[config.mk]
export PLATFORM = sky130hd
export DESIGN_NAME = i2c10_slave_tx
export DESIGN_NICKNAME = d
export VERILOG_FILES = /design/src/rtl/i2c10_pkg.sv /design/src/rtl/i2c10_bus_cond.sv /design/src/rtl/i2c10_addr_dec.sv /design/src/rtl/i2c10_slave_tx.sv
export SDC_FILE = /design/constraint.sdc
export NUM_CORES = 1
export LEC_CHECK = 0
export ABC_AREA = 1
export CORE_UTILIZATION = 50
export CTS_CLUSTER_SIZE = 30
export DETAILED_ROUTE_END_ITERATION = 6
export DONT_BUFFER_PORTS = 1
export GPL_ROUTABILITY_DRIVEN = 0
export PLACE_DENSITY = 0.74
export SYNTH_ARGS = -nofsm -noshare
export SYNTH_HDL_FRONTEND = slang
export SYNTH_HIERARCHICAL = 1
export SYNTH_SLANG_ARGS = --single-unit
[constraint.sdc]
create_clock -name clk -period 2.1 [get_ports clk]
set_clock_uncertainty 0.1 [all_clocks]
set_input_delay 0.63 -clock clk [delete_from_list [all_inputs] [get_ports clk]]
set_output_delay 0.63 -clock clk [all_outputs]
set_load 0.02 [all_outputs]
[src/rtl/i2c10_pkg.sv]
package i2c10_pkg;
  localparam int unsigned BYTE_W = 8;
  localparam int unsigned ADDR_W = 10;
  localparam int unsigned CNT_W  = $clog2(BYTE_W + 1);
  localparam logic [4:0]  HDR10_TAG = 5'b11110;
  localparam logic [BYTE_W-1:0] GCALL_BYTE = '0;

  typedef enum logic [2:0] {
    ST_IDLE, ST_RX, ST_DECIDE, ST_ACK, ST_TXWAIT, ST_TX, ST_MACK, ST_IGNORE
  } slv_state_e;

  typedef enum logic { K_FIRST, K_SECOND } rx_kind_e;

  typedef struct packed {
    logic       ack;
    logic       hit;
    logic       dir;
    logic       gcall;
    logic       arm_set;
    logic       arm_clr;
    slv_state_e nxt;
  } dec_t;

  // header byte carries the 10-bit tag in its top five bits
  function automatic logic is_hdr10(input logic [BYTE_W-1:0] b);
    return b[7:3] == HDR10_TAG;
  endfunction

  function automatic logic hdr10_hit(input logic [BYTE_W-1:0] b, input logic [ADDR_W-1:0] a);
    return is_hdr10(b) && (b[2:1] == a[9:8]);
  endfunction

  function automatic logic seven_hit(input logic [BYTE_W-1:0] b, input logic [ADDR_W-1:0] a);
    return b[7:1] == a[6:0];
  endfunction

  function automatic logic gcall_hit(input logic [BYTE_W-1:0] b, input logic en);
    return en && (b == GCALL_BYTE);
  endfunction
endpackage

[src/rtl/i2c10_bus_cond.sv]
module i2c10_bus_cond (
  input  logic clk,
  input  logic rst_n,
  input  logic scl_in,
  input  logic sda_in,
  output logic scl_rise,
  output logic scl_fall,
  output logic bus_start,
  output logic bus_stop
);
  logic scl_q, sda_q;

  always_ff @(posedge clk or negedge rst_n) begin
    if (!rst_n) begin
      scl_q <= 1'b1;
      sda_q <= 1'b1;
    end else begin
      scl_q <= scl_in;
      sda_q <= sda_in;
    end
  end

  assign scl_rise  = scl_in & ~scl_q;
  assign scl_fall  = ~scl_in & scl_q;
  assign bus_start = scl_in & scl_q & sda_q & ~sda_in;
  assign bus_stop  = scl_in & scl_q & ~sda_q & sda_in;
endmodule

[src/rtl/i2c10_addr_dec.sv]
module i2c10_addr_dec
  import i2c10_pkg::*;
(
  input  rx_kind_e          kind,
  input  logic [BYTE_W-1:0] rx_byte,
  input  logic [ADDR_W-1:0] cfg_addr,
  input  logic              cfg_ten,
  input  logic              cfg_gc_en,
  input  logic              armed,
  output dec_t              dec
);
  always_comb begin
    dec     = '0;
    dec.nxt = ST_IGNORE;
    if (kind == K_SECOND) begin
      if (rx_byte == cfg_addr[7:0]) begin
        dec.ack     = 1'b1;
        dec.hit     = 1'b1;
        dec.arm_set = 1'b1;
      end
    end else if (gcall_hit(rx_byte, cfg_gc_en)) begin
      dec.ack   = 1'b1;
      dec.hit   = 1'b1;
      dec.gcall = 1'b1;
    end else if (cfg_ten) begin
      if (hdr10_hit(rx_byte, cfg_addr)) begin
        if (!rx_byte[0]) begin
          dec.ack     = 1'b1;
          dec.arm_clr = 1'b1;
          dec.nxt     = ST_RX;
        end else if (armed) begin
          dec.ack = 1'b1;
          dec.hit = 1'b1;
          dec.dir = 1'b1;
          dec.nxt = ST_TXWAIT;
        end
      end
    end else if (seven_hit(rx_byte, cfg_addr)) begin
      dec.ack = 1'b1;
      dec.hit = 1'b1;
      dec.dir = rx_byte[0];
      dec.nxt = rx_byte[0] ? ST_TXWAIT : ST_IGNORE;
    end
  end
endmodule

[src/rtl/i2c10_slave_tx.sv]
module i2c10_slave_tx
  import i2c10_pkg::*;
(
  input  logic              clk,
  input  logic              rst_n,
  input  logic              scl_in,
  input  logic              sda_in,
  input  logic [ADDR_W-1:0] cfg_addr,
  input  logic              cfg_ten,
  input  logic              cfg_gc_en,
  input  logic              stat_rd,
  input  logic              tx_load,
  input  logic [BYTE_W-1:0] tx_byte,
  output logic              sda_oe,
  output logic              scl_oe,
  output logic              tx_req,
  output logic              am_flag,
  output logic              dir_rd,
  output logic              gc_flag,
  output logic              irq,
  output logic              ev_stop,
  output logic              ev_restart
);
  localparam logic [CNT_W-1:0] LAST_BIT = CNT_W'(BYTE_W - 1);
  localparam logic [CNT_W-1:0] ALL_BITS = CNT_W'(BYTE_W);

  slv_state_e        state;
  rx_kind_e          kind;
  logic [CNT_W-1:0]  cnt;
  logic [BYTE_W-2:0] rx_sh;
  logic [BYTE_W-1:0] tx_sh;
  logic              pend_ack;
  slv_state_e        pend_nxt;
  logic              armed;
  logic              mack;
  logic              su_hold;

  // named events for the checker
  logic scl_rise, scl_fall, bus_start, bus_stop;
  logic byte_done, match_set, load_take;
  logic [BYTE_W-1:0] rx_byte;
  dec_t dec;

  i2c10_bus_cond u_cond (
    .clk(clk), .rst_n(rst_n), .scl_in(scl_in), .sda_in(sda_in),
    .scl_rise(scl_rise), .scl_fall(scl_fall),
    .bus_start(bus_start), .bus_stop(bus_stop)
  );

  assign rx_byte = {rx_sh, sda_in};

  i2c10_addr_dec u_dec (
    .kind(kind), .rx_byte(rx_byte), .cfg_addr(cfg_addr),
    .cfg_ten(cfg_ten), .cfg_gc_en(cfg_gc_en), .armed(armed), .dec(dec)
  );

  assign byte_done = (state == ST_RX) && scl_rise && (cnt == LAST_BIT)
                     && !bus_start && !bus_stop;
  assign match_set = byte_done && dec.hit;
  assign load_take = (state == ST_TXWAIT) && tx_load && !bus_start && !bus_stop;

  always_ff @(posedge clk or negedge rst_n) begin
    if (!rst_n) begin
      state      <= ST_IDLE;
      kind       <= K_FIRST;
      cnt        <= '0;
      rx_sh      <= '0;
      tx_sh      <= '0;
      pend_ack   <= 1'b0;
      pend_nxt   <= ST_IGNORE;
      armed      <= 1'b0;
      mack       <= 1'b0;
      su_hold    <= 1'b0;
      ev_stop    <= 1'b0;
      ev_restart <= 1'b0;
    end else begin
      ev_stop    <= 1'b0;
      ev_restart <= 1'b0;
      su_hold    <= load_take;
      if (bus_stop) begin
        ev_stop <= (state != ST_IDLE);
        armed   <= 1'b0;
        state   <= ST_IDLE;
      end else if (bus_start) begin
        ev_restart <= (state != ST_IDLE);
        state      <= ST_RX;
        kind       <= K_FIRST;
        cnt        <= '0;
      end else begin
        case (state)
          ST_RX: if (scl_rise) begin
            rx_sh <= rx_byte[BYTE_W-2:0];
            if (cnt == LAST_BIT) begin
              pend_ack <= dec.ack;
              pend_nxt <= dec.nxt;
              state    <= ST_DECIDE;
              if (dec.arm_clr) armed <= 1'b0;
              if (dec.arm_set) armed <= 1'b1;
            end else begin
              cnt <= cnt + 1'b1;
            end
          end
          ST_DECIDE: if (scl_fall) state <= pend_ack ? ST_ACK : ST_IGNORE;
          ST_ACK: if (scl_fall) begin
            state <= pend_nxt;
            kind  <= K_SECOND;
            cnt   <= '0;
          end
          ST_TXWAIT: if (tx_load) begin
            tx_sh <= tx_byte;
            cnt   <= '0;
            state <= ST_TX;
          end
          ST_TX: begin
            if (scl_rise) cnt <= cnt + 1'b1;
            else if (scl_fall) begin
              if (cnt == ALL_BITS) state <= ST_MACK;
              else tx_sh <= {tx_sh[BYTE_W-2:0], 1'b0};
            end
          end
          ST_MACK: begin
            if (scl_rise) mack <= !sda_in;
            else if (scl_fall) state <= mack ? ST_TXWAIT : ST_IGNORE;
          end
          default: ;
        endcase
      end
    end
  end

  // status: a new match outranks a clearing read in the same cycle
  always_ff @(posedge clk or negedge rst_n) begin
    if (!rst_n) begin
      am_flag <= 1'b0;
      dir_rd  <= 1'b0;
      gc_flag <= 1'b0;
    end else if (match_set) begin
      am_flag <= 1'b1;
      dir_rd  <= dec.dir;
      gc_flag <= dec.gcall;
    end else if (stat_rd) begin
      am_flag <= 1'b0;
    end
  end

  assign sda_oe = (state == ST_ACK) || ((state == ST_TX) && !tx_sh[BYTE_W-1]);
  assign tx_req = (state == ST_TXWAIT);
  assign scl_oe = tx_req || su_hold;
  assign irq    = am_flag;
endmodule

After elaboration in Yosys (flattened, before gate mapping):

Cells that the tools add are included.

* reduce and logical (&&, ||, !) cells: 37
* equality and inequality tests: 32
* bitwise logic cells: 13
* $add $sub $neg: 1
* multiplexer cells: 66

Operators by type and width (count)
* 3-bit two-way mux: 20
* 4-bit two-way mux: 9
* 8-bit two-way mux: 4
* 4-bit inequality test (second input constant): 8
* 1-bit two-way mux: 22
* 3-bit case mux with 6 select lines: 1
* 2-bit two-way mux: 8
* 4-bit case mux with 4 select lines: 1
* 8-bit case mux with 2 select lines: 1
* 7-bit AND reduction: 2
* 2-bit nonzero test: 7
* 3-bit inequality test (second input constant): 4
* 1-bit logical AND: 11
* 11-bit AND reduction: 1
* 5-bit AND reduction: 2
* 3-bit equality test (second input constant): 3
* 8-bit equality test: 1
* 8-bit zero test: 1
* 2-bit inequality test (second input constant): 4
* 4-bit AND reduction: 2
* 8-bit nonzero test: 1
* 1-bit AND: 7
* 7-bit equality test: 1
* 3-bit by 2-bit equality test with 1-bit output (second input constant): 2
* other kinds (16): 26

* register bits: 37

Logic depth before layout (Yosys ltp):

* depth after elaboration: 13
* gate-level depth with buffers: 13

Hierarchy:

The synthesis kept the hierarchy.

By module, submodules not included
* i2c10_slave_tx: cells each 260, area each 2031.9 sq um, sequential area each 879.6 sq um, times used 1
* i2c10_addr_dec: cells each 111, area each 478.0 sq um, sequential area each 0.0 sq um, times used 1
* i2c10_bus_cond: cells each 13, area each 93.8 sq um, sequential area each 52.6 sq um, times used 1

Least setup slack after synthesis:

No wires, ideal clock.

* kind: register -> output
* from: reg state[1]
* to: out sda_oe
* slack: 0.019 ns
* cell stages (with the launch flop): 6
* arrival: 1.351 ns
* path buffers: 2
* cell sequence: dfrtp_1 > buf_6 > inv_4 > nand3_4 > clkbuf_1 > o21ai_0

* cells in the longest elaborated chain, start to end: 3

RTL lines
* from (decl): line i2c10_slave_tx.sv:27 `slv_state_e state;`
* from (signal assigned): line i2c10_slave_tx.sv:103 `ST_DECIDE: if (scl_fall) state <= pend_ack ? ST_ACK : ST_IGNORE;`
* from (signal assigned): line i2c10_slave_tx.sv:105 `state <= pend_nxt;`
* from (signal assigned): line i2c10_slave_tx.sv:123 `else if (scl_fall) state <= mack ? ST_TXWAIT : ST_IGNORE;`
* 3-bit equality test: line i2c10_slave_tx.sv:146 `assign sda_oe = (state == ST_ACK) || ((state == ST_TX) && !tx_sh[BYTE_W-1]);`
* 1-bit logical AND: line i2c10_slave_tx.sv:146
* 1-bit logical OR *: line i2c10_slave_tx.sv:146
* to (decl): line i2c10_slave_tx.sv:14 `output logic sda_oe,`

Every way passes the cells marked *; elsewhere a longest branch is shown, timed or not.

Worst setup path in the final report:

Ends and elaborated chain as after synthesis.

==> metrics.cfg <==
[routing]
met1_length_microns=2630
drc_errors=0
firstDrtPassIters=5
ant_nets=0
vias=2386
routed_via_density=5.11
wl_met2_microns=2670
drt_wl_total_microns=5700
topRoutingLayerUsed=met4
drt-initial-drc-count=174
wl_per_cell_microns=12.2
met3WireLength_microns=330

[clocking]
cts_sinks=37
cts_inserted_buffers=5
clk_pin_slew_worst_paths_ps=70
htreeDepth=2
insertion_delay_ps=290
cts_buffer_depth=2
cts-root-buf=clkbuf_8
cts_tree=done

[global_routing]
grtUsageTotal=0.234
overflow=0
grt_max_degree=33
grt_pass1_vias=2164
grt_pass1_wl_microns=9690
antenna_found_initial=0

[place]
placedCellCount=456
port_buffers=0
hpwl_microns=4300

[worst_setup_path]
start_kind=flip-flop
critPathArrivalTime_ps=1330
reg2regPathDepth=9
ff2ff_setup_slack_ps=190
crit_fanout=6
crit_type=reg2out
required_ps=1370
r2r_start=u_cond/scl_q
end_kind=output pin
rr_endpoint=state[2]

[timing]
timing.slew.headroom=0.735
grt_setup_unrepaired=no
tns_ps=0
worst_slew_pin_slew_ps=396
fin_crit_sh=0.979
fin_crit_ps=2060
setup_viol=0
max_freq_mhz=486
finalHoldViolCount=0
final-max-slew-violation-count=0

[synthesis]
yosysTopAreaCell=dfrtp_1
syn-num-nets=412
synth_async_sr_flop_share=1.00
synth_flop_cell=dfrtp_1
netlist_area_sq_um=2600
synth_cell_type_count=36
synth_area_leaders=dfrtp_1 (31%), nand2_1 (20%), inv_1 (6.5%), nor2_1 (5.6%), dfstp_2 (5.0%)
yosysWarnings=6
synth-seq-cells=37
synth-seq-area-share=0.358
synth_edf_count=0
yosysTopAreaCellShare=0.308
synth_area_per_cell_sq_um=6.78
synthesis.instances=384

[die]
ioPinCount=35
die_h_microns=74.2
die_w_microns=74.2
start_util=0.534
core_sq_um=4880
row_count=25
dieArea_sq_um=5500

[pwr]
pwr_density_cell_nw_per_um2=1130
ir_drop_uv=698
power_leakage_nw=1.58

[cells_and_area]
syn_to_final_growth_pct=10.2
nNetsFinal=427
layout_common_cells=nand2_1 (136), inv_1 (45), nor2_1 (38), dfrtp_1 (30), nand3_1 (26)
diodes=0
drive_gt1_frac=0.195
final_cell_count_no_fill=467
layout_commonest_cell=nand2_1

[min_path]
hold_path.class=in2async

[outcome]
status=completed

[job]
cap_violations=0

worst max-delay path by stage:
stage | slack, ps | from | depth (start not counted) | to
after floorplan | 20 | state[1] | 5 | sda_oe
after global placement | 150 | scl_in | 8 | state[2]
after detailed placement | 110 | scl_in | 8 | state[0]
after CTS | 20 | state[1] | 5 | scl_oe
after global routing | 3 | state[1] | 5 | sda_oe
final | 40 | state[1] | 5 | sda_oe
power by group:
part,switching (mW),internal [mW],total [mW]
clock,0.258,0.234,0.492
sequential,0.263,0.927,1.19
combinational,0.954,0.610,1.56
area by class of cell:
type | count | area, sq um
Multi-Input combinational cell | 279 | 1380
Clock inverter | 2 | 15.0
Tap cell | 67 | 83.8
Inverter | 61 | 239
Fill cell | 465 | 2010
Sequential cell | 37 | 935
Timing Repair Buffer | 15 | 141
Clock buffer | 6 | 72.6
worst max-delay path, stage by stage (launching register included):
cell and delay (ps):
dfrtp_1 400, buf_4 170, inv_4 80, nand3_4 70, o21ai_2 170, buf_6 140
logic make-up after synthesis:
| family | count (synthesis) | share of synthesized area |
|---|---|---|
| adders and majority gates | 2 | 0.00961 |
| buffers and inverters | 68 | 0.114 |
| and+or+nand+nor | 240 | 0.428 |
| xor gates and xnor gates | 5 | 0.0168 |
| DFF | 37 | 0.358 |
| AOI/OAI and AO/OA | 32 | 0.0735 |
per-stage QoR:
| step | power, mW | util | hold slack (ps) | instance area, sq um | worst slack, ps |
|---|---|---|---|---|---|
| final | 3.25 | 0.588 | 61.6 | 2870 | 43.5 |
| after global routing | 3.55 | 0.588 | 47.8 | 2870 | 2.78 |
| after CTS | 3.24 | 0.586 | 56.6 | 2860 | 15.0 |
| after detailed placement | 2.66 | 0.556 | 235 | 2710 | 111 |
| after global placement | 2.62 | 0.556 | 236 | 2710 | 149 |
| after floorplan | 2.38 | - | 234 | 2600 | 19.0 |
routing by layer:
layer | vias up | global-route usage
met3 | 8 | 0.0407
li1 | 1207 | -
met2 | 81 | 0.380
met5 | - | 0
met1 | 1090 | 0.315
met4 | 0 | 0.0791
timing repair:
| action | 4_1_cts | 5_1_grt |
|---|---|---|
| gates resized for setup | 6 | 3 |
| endpoints found under the setup margin | 2 | 6 |
| setup buffers | 2 | 0 |
| hold buffers | 1 | 0 |
| hold endpoints to repair | 32 | 0 |
| cloned | 0 | 0 |
cell usage after synthesis (2+ instances only):
| master | number |
|---|---|
| nand2_1 | 136 |
| xor2_1 | 2 |
| inv_2 | 13 |
| nor3_1 | 8 |
| o21ai_0 | 14 |
| nor2_4 | 2 |
| nand3_1 | 26 |
| nand3_2 | 2 |
| nor2_8 | 2 |
| o21ai_2 | 6 |
| dfstp_2 | 5 |
| buf_6 | 4 |
| buf_4 | 2 |
| xnor2_1 | 3 |
| nor2_1 | 39 |
| dfrtp_1 | 32 |
| nand2_4 | 2 |
| a21oi_2 | 2 |
| inv_1 | 45 |
| or2_2 | 2 |
| a21oi_1 | 8 |
| nand4_1 | 4 |
| ha_1 | 2 |
| inv_4 | 2 |
| nand2_2 | 8 |
| nor2_2 | 3 |
flip-flops by register name, indices dropped and copies added (netlist names):
signal,count
gc_flag,1
pend_nxt,3
u_cond/sda_q,1
kind,1
ev_stop,1
u_cond/scl_q,1
armed,1
state,3
ev_restart,1
am_flag,1
pend_ack,1
tx_sh,8
rx_sh,7
cnt,4
dir_rd,1
su_hold,1
mack,1
Note: power is estimated with default switching activity, not from simulation.
